--- src/rtl/nfc_stat_pkg.sv ---
package nfc_stat_pkg;
   typedef enum logic [1:0] {
      ADR_CTRL = 2'd0,
      ADR_STAT = 2'd1,
      ADR_CMDW = 2'd2,
      ADR_NONE = 2'd3
   } nfc_addr_e;
endpackage

--- src/rtl/nfc_ctl_reg.sv ---
module nfc_ctl_reg #(
   parameter int MASK_W = 12
) (
   input  logic              clk,
   input  logic              rst_n,
   input  logic              ctl_wr,
   input  logic [MASK_W-1:0] wr_mask,
   input  logic              wr_run,
   input  logic              cmd_finish,
   output logic [MASK_W-1:0] mask_q,
   output logic              run_q,
   output logic              run_rise,
   output logic              abort
);
   always_ff @(posedge clk) begin
      if (!rst_n) begin
         mask_q <= '1;
         run_q  <= 1'b0;
      end else if (ctl_wr) begin
         mask_q <= wr_mask;
         run_q  <= wr_run;
      end else if (cmd_finish) begin
         run_q  <= 1'b0;
      end
   end

   assign run_rise = ctl_wr &  wr_run & ~run_q;
   assign abort    = ctl_wr & ~wr_run &  run_q;

   assert_run_done_R8: assert property (@(posedge clk) disable iff (!rst_n)
      (cmd_finish && !ctl_wr) |=> !run_q);
endmodule

--- src/rtl/nfc_sts_reg.sv ---
module nfc_sts_reg #(
   parameter int                EVT_W       = 13,
   parameter int                MASK_W      = 12,
   parameter logic [EVT_W-1:0]  RESTART_VAL = 13'h1800
) (
   input  logic              clk,
   input  logic              rst_n,
   input  logic [EVT_W-1:0]  set_vec,
   input  logic [MASK_W-1:0] clr_vec,
   input  logic              abort,
   input  logic              restart,
   output logic [EVT_W-1:0]  sts_q
);
   for (genvar i = 0; i < EVT_W; i++) begin : g_bit
      if (i < MASK_W) begin : g_w1c
         always_ff @(posedge clk) begin
            if (!rst_n)             sts_q[i] <= 1'b0;
            else if (restart)       sts_q[i] <= RESTART_VAL[i];
            else if (abort)         sts_q[i] <= 1'b0;
            else if (set_vec[i])    sts_q[i] <= 1'b1;
            else if (clr_vec[i])    sts_q[i] <= 1'b0;
         end
      end else begin : g_ro
         always_ff @(posedge clk) begin
            if (!rst_n)             sts_q[i] <= 1'b0;
            else if (restart)       sts_q[i] <= RESTART_VAL[i];
            else if (abort)         sts_q[i] <= 1'b0;
            else if (set_vec[i])    sts_q[i] <= 1'b1;
         end
      end
   end

   assert_set_wins_R4: assert property (@(posedge clk) disable iff (!rst_n)
      (!restart && !abort && ((set_vec[MASK_W-1:0] & clr_vec) != '0))
      |=> ((sts_q[MASK_W-1:0] & $past(set_vec[MASK_W-1:0] & clr_vec))
           == $past(set_vec[MASK_W-1:0] & clr_vec)));
endmodule

--- src/rtl/nfc_irq_out.sv ---
module nfc_irq_out #(
   parameter int MASK_W  = 12,
   parameter bit IRQ_REG = 1'b1
) (
   input  logic              clk,
   input  logic              rst_n,
   input  logic [MASK_W-1:0] sts_low,
   input  logic [MASK_W-1:0] mask,
   output logic              irq
);
   logic hit;
   assign hit = |(sts_low & ~mask);

   if (IRQ_REG) begin : g_reg
      always_ff @(posedge clk) begin
         if (!rst_n) irq <= 1'b0;
         else        irq <= hit;
      end
      assert_irq_quiet_R5: assert property (@(posedge clk) disable iff (!rst_n)
         ((sts_low & ~mask) == '0) |=> !irq);
   end else begin : g_comb
      assign irq = hit;
   end
endmodule

--- src/rtl/nfc_stat_irq.sv ---
module nfc_stat_irq #(
   parameter int               DATA_W      = 32,
   parameter int               EVT_W       = 13,
   parameter int               MASK_W      = 12,
   parameter int               RUN_POS     = 28,
   parameter bit               IRQ_REG     = 1'b1,
   parameter logic [EVT_W-1:0] RESTART_VAL = 13'h1800
) (
   input  logic              clk,
   input  logic              rst_n,
   input  logic              bus_wr,
   input  logic              bus_rd,
   input  logic [1:0]        bus_addr,
   input  logic [DATA_W-1:0] bus_wdata,
   output logic [DATA_W-1:0] bus_rdata,
   input  logic [EVT_W-1:0]  evt_set,
   input  logic              cmd_finish,
   input  logic              fclk_restart,
   output logic              run,
   output logic              cmd_push,
   output logic [DATA_W-1:0] cmd_word,
   output logic              irq
);
   import nfc_stat_pkg::*;

   if (MASK_W >= EVT_W) begin : g_chk_mask
      $error("MASK_W must be below EVT_W");
   end
   if (EVT_W > DATA_W || RUN_POS >= DATA_W || RUN_POS < MASK_W) begin : g_chk_pos
      $error("field positions do not fit the data word");
   end

   logic              ctl_wr, sts_wr, cmd_wr;
   logic [MASK_W-1:0] mask;
   logic              run_rise, abort;
   logic [EVT_W-1:0]  set_vec, sts;
   logic [MASK_W-1:0] clr_vec;

   assign ctl_wr = bus_wr && (nfc_addr_e'(bus_addr) == ADR_CTRL);
   assign sts_wr = bus_wr && (nfc_addr_e'(bus_addr) == ADR_STAT);
   assign cmd_wr = bus_wr && (nfc_addr_e'(bus_addr) == ADR_CMDW);

   nfc_ctl_reg #(.MASK_W(MASK_W)) u_ctl (
      .clk(clk), .rst_n(rst_n), .ctl_wr(ctl_wr),
      .wr_mask(bus_wdata[MASK_W-1:0]), .wr_run(bus_wdata[RUN_POS]),
      .cmd_finish(cmd_finish), .mask_q(mask), .run_q(run),
      .run_rise(run_rise), .abort(abort));

   assign set_vec = {evt_set[EVT_W-1:1], (evt_set[0] & run) | run_rise};
   assign clr_vec = sts_wr ? bus_wdata[MASK_W-1:0] : '0;

   nfc_sts_reg #(.EVT_W(EVT_W), .MASK_W(MASK_W), .RESTART_VAL(RESTART_VAL)) u_sts (
      .clk(clk), .rst_n(rst_n), .set_vec(set_vec), .clr_vec(clr_vec),
      .abort(abort), .restart(fclk_restart), .sts_q(sts));

   nfc_irq_out #(.MASK_W(MASK_W), .IRQ_REG(IRQ_REG)) u_irq (
      .clk(clk), .rst_n(rst_n), .sts_low(sts[MASK_W-1:0]), .mask(mask), .irq(irq));

   always_ff @(posedge clk) begin
      if (!rst_n) begin
         cmd_push <= 1'b0;
         cmd_word <= '0;
      end else begin
         cmd_push <= cmd_wr && run;
         if (cmd_wr && run) cmd_word <= bus_wdata;
      end
   end

   always_comb begin
      bus_rdata = '0;
      if (bus_rd) begin
         unique case (nfc_addr_e'(bus_addr))
            ADR_CTRL: begin
               bus_rdata[MASK_W-1:0] = mask;
               bus_rdata[RUN_POS]    = run;
            end
            ADR_STAT: bus_rdata[EVT_W-1:0] = sts;
            default:  bus_rdata = '0;
         endcase
      end
   end

   assert_sticky_R2: assert property (@(posedge clk) disable iff (!rst_n)
      (!abort && !fclk_restart)
      |=> ((sts[EVT_W-1:1] & $past(evt_set[EVT_W-1:1])) == $past(evt_set[EVT_W-1:1])));
   assert_req_gate_R6: assert property (@(posedge clk) disable iff (!rst_n)
      (!run && !ctl_wr && !fclk_restart && !sts[0]) |=> !sts[0]);
   assert_cmd_gate_R7: assert property (@(posedge clk) disable iff (!rst_n)
      (cmd_wr && !run) |=> !cmd_push);
   assert_abort_clear_R9: assert property (@(posedge clk) disable iff (!rst_n)
      (abort && !fclk_restart) |=> (sts == '0));
   assert_restart_val_R10: assert property (@(posedge clk) disable iff (!rst_n)
      fclk_restart |=> (sts == RESTART_VAL));
endmodule

--- config.mk ---
export PLATFORM = sky130hd
export DESIGN_NAME = nfc_stat_irq
export DESIGN_NICKNAME = d
export VERILOG_FILES = /design/src/rtl/nfc_stat_pkg.sv /design/src/rtl/nfc_ctl_reg.sv /design/src/rtl/nfc_sts_reg.sv /design/src/rtl/nfc_irq_out.sv /design/src/rtl/nfc_stat_irq.sv
export SDC_FILE = /design/constraint.sdc
export NUM_CORES = 1
export LEC_CHECK = 0
export ABC_AREA = 0
export BUFFER_PORTS_ARGS = -buffer_cell sky130_fd_sc_hd__clkbuf_2
export CAP_MARGIN = 10
export CORE_AREA = 2 2 81 83
export DETAILED_ROUTE_END_ITERATION = 16
export DIE_AREA = 0 0 83 85
export PLACE_DENSITY_LB_ADDON = 0.25
export SLEW_MARGIN = 0
export SYNTH_ARGS = -nofsm -noshare
export SYNTH_HDL_FRONTEND = slang
export SYNTH_HIERARCHICAL = 1
export SYNTH_SLANG_ARGS = --single-unit
export TNS_END_PERCENT = 100
--- constraint.sdc ---
create_clock -name clk -period 2.1 [get_ports clk]
set_input_delay 0.21 -clock clk [delete_from_list [all_inputs] [get_ports clk]]
set_output_delay 0.21 -clock clk [all_outputs]
set_load 0.1 [all_outputs]
==> results.toml <==
[synth]
synth_cell_types = 26
syn_inst = 322
yosysWarningCount = 6
avgSynthCellArea_um2 = 8.96
ys_seq_elements = 60
syn-cell-area_mm2 = 0.00289
synth_seq_area_share_pct = 41.6

[placement]
pre_cts_ws_ns = 0.377
post-dp-hpwl_um = 4450
place_area_mm2 = 0.00337
dp_cells = 487
place_congestion = 0.726
io_buffers = 101

[final_layout]
finish.instance_area_mm2 = 0.00354
layoutNonFillerInstCount = 501
nNetsFinal = 474
n_antenna_cell = 0
syn_to_final_growth_pct = 22.7
drive_gt1_share_pct = 32.1

[worst_hold_path]
hold_class = "input port to flop"

[die]
dieHeight_um = 85
initial_core_util_pct = 46.5
core_mm2 = 0.00620
dieArea_mm2 = 0.00706
num_io_pins = 120
rows = 29
dieWidth_um = 83

[global_routing]
grt_max_degree = 58
overflow = 0
antenna_found_initial = 0
grt_pass1_vias = 2211
track_usage_pct = 18.3
grt_pass1_wl_um = 10400

[power_and_ir_drop]
power.density_mw_per_mm2 = 726
peakVddDrop_v = 0.000454
power.leakage_nw = 1.64

[worst_setup_path]
cp.required_ns = 1.89
cp-start-kind = "input port"
arrival_ns = 1.50
crit_type = "input port to output port"
worstSetupEndpointType = "output port"
path_max_fanout = 14

[cts]
ctsHoldBuffers = 0
h-tree-depth = 3
clk_latency_ns = 0.32
clock_path_buffers = 2
clockRootBuffer = "clkbuf_8"
post_cts_buffers = 0
cts_sinks = 60
clk_pin_slew_ns = 0.06
numCtsBuffers = 9
tritoncts = "yes"
cts_resized = 0

[timing]
period_share_pct = 81.2
skew_ns = 0.00313
setup_ws_ns = 0.394
drv_slew = 0
finalSetupViolCount = 0
fmax_mhz = 586
final_hold_viol_count = 0
layout_min_cycle_time_ns = 1.71
holdWs_ns = 0.100
relSlewSlack_pct = 58.7
tightestPinTransition_ns = 0.619
grt_setup_unrepaired = "no"

[route]
wirelength_um = 6150
wl_per_cell_um = 12.3
vias_per_cell = 4.61
drt_iter0_drc = 80
final_antenna_net_count = 0
drtPass1Iterations = 4
drc_errors = 0
detailroute.via_count = 2310

[run_status]
outcome = "complete, no violations"

[job]
maxCapViolCount = 0
==> metrics by stage <==
step           total power [mW]  utilization, %  TNS, ns
6_report                   2.57            57.1        0
5_1_grt                    2.69            57.1        0
3_5_place_dp               1.68            54.2        0
2_1_floorplan              1.61               -   -0.444
3_3_place_gp               1.67            54.2        0
4_1_cts                    2.60            57.1        0
==> worst paths after layout <==
check | start | endpoint | slack [ns] | cells past startpoint
max reg2reg | u_ctl/run_q | cmd_word[19] | 0.87 | 3
min reg2reg | cmd_word[30] | cmd_word[30] | 0.46 | 2
min | evt_set[7] | u_sts/sts_q[7] | 0.10 | 3
max | bus_addr[1] | bus_rdata[11] | 0.39 | 4
==> registers in the layout (all words and copies together) (netlist names) <==
signal	flops
u_ctl/mask_q	12
cmd_push	1
u_sts/sts_q	13
u_irq/irq	1
cmd_word	32
u_ctl/run_q	1
==> area by class of cell <==
cell class	count	area, um^2
Clock buffer	12	165
Clock inverter	2	10.0
Fill cell	607	2660
Inverter	14	52.6
Multi-Input combinational cell	228	1440
Sequential cell	60	1200
Tap cell	77	96.3
Timing Repair Buffer	108	571
==> where the power goes <==
| group | switching [mW] | internal, mW |
|---|---|---|
| combinational | 0.368 | 0.106 |
| sequential | 0.0168 | 1.16 |
| clock | 0.410 | 0.508 |
| total | 0.795 | 1.78 |
==> synth_stat cells <==
cell	n	share of area (%)
nor3b_1	2	0.52
buf_6	8	3.1
nor2b_1	1	0.22
inv_1	14	1.8
and2_1	13	2.8
mux2i_1	56	19
o2111ai_1	3	0.91
o31a_1	1	0.30
buf_1	1	0.13
and4bb_1	1	0.43
clkbuf_1	7	0.91
nand2_1	78	10
o311a_1	2	0.69
and3b_1	2	0.61
a21oi_1	1	0.17
a21oi_2	10	3.0
nand2b_1	22	4.8
or3b_1	1	0.30
buf_4	18	4.7
and4b_1	1	0.35
a21o_1	1	0.26
conb_1	1	0.13
a31o_1	1	0.30
dfxtp_1	60	42
nor2_1	14	1.8
buf_2	3	0.52
==> metal layers <==
metal	wire, um	share of wire (%)	track usage, %	up-vias
li1	-	-	-	1198
met1	2920	47	23.8	1034
met2	2730	44	28.1	72
met3	437	7.1	6.13	6
met4	57	0.93	7.60	0
met5	0	0	0	-
==> worst max-delay path, stage by stage <==
cell,delay [ns]
clkbuf_2,0.11
nand2b_1,0.43
nor2_1,0.26
clkbuf_2,0.49
==> cell families after synthesis <==
logic type	count (synthesis)	share of synthesized area, %
flip-flops	60	41.6
buffers and inverters	51	11.2
other	1	0.130
multiplexers	56	19.4
AND/OR/NAND/NOR	135	22.0
AO/OA/AOI/OAI	19	5.68
==> placed cells by master, fill, tap and decap left out, types with 3 or more instances in the layout <==
cell / instances
a21oi_2: 10
and2_1: 13
buf_4: 6
clkbuf_2: 101
clkbuf_8: 12
conb_1: 18
dfxtp_1: 59
inv_1: 14
mux2i_1: 56
nand2_1: 78
nand2b_1: 22
nor2_1: 14
o2111ai_1: 3
(Power assumes the default switching activity.)
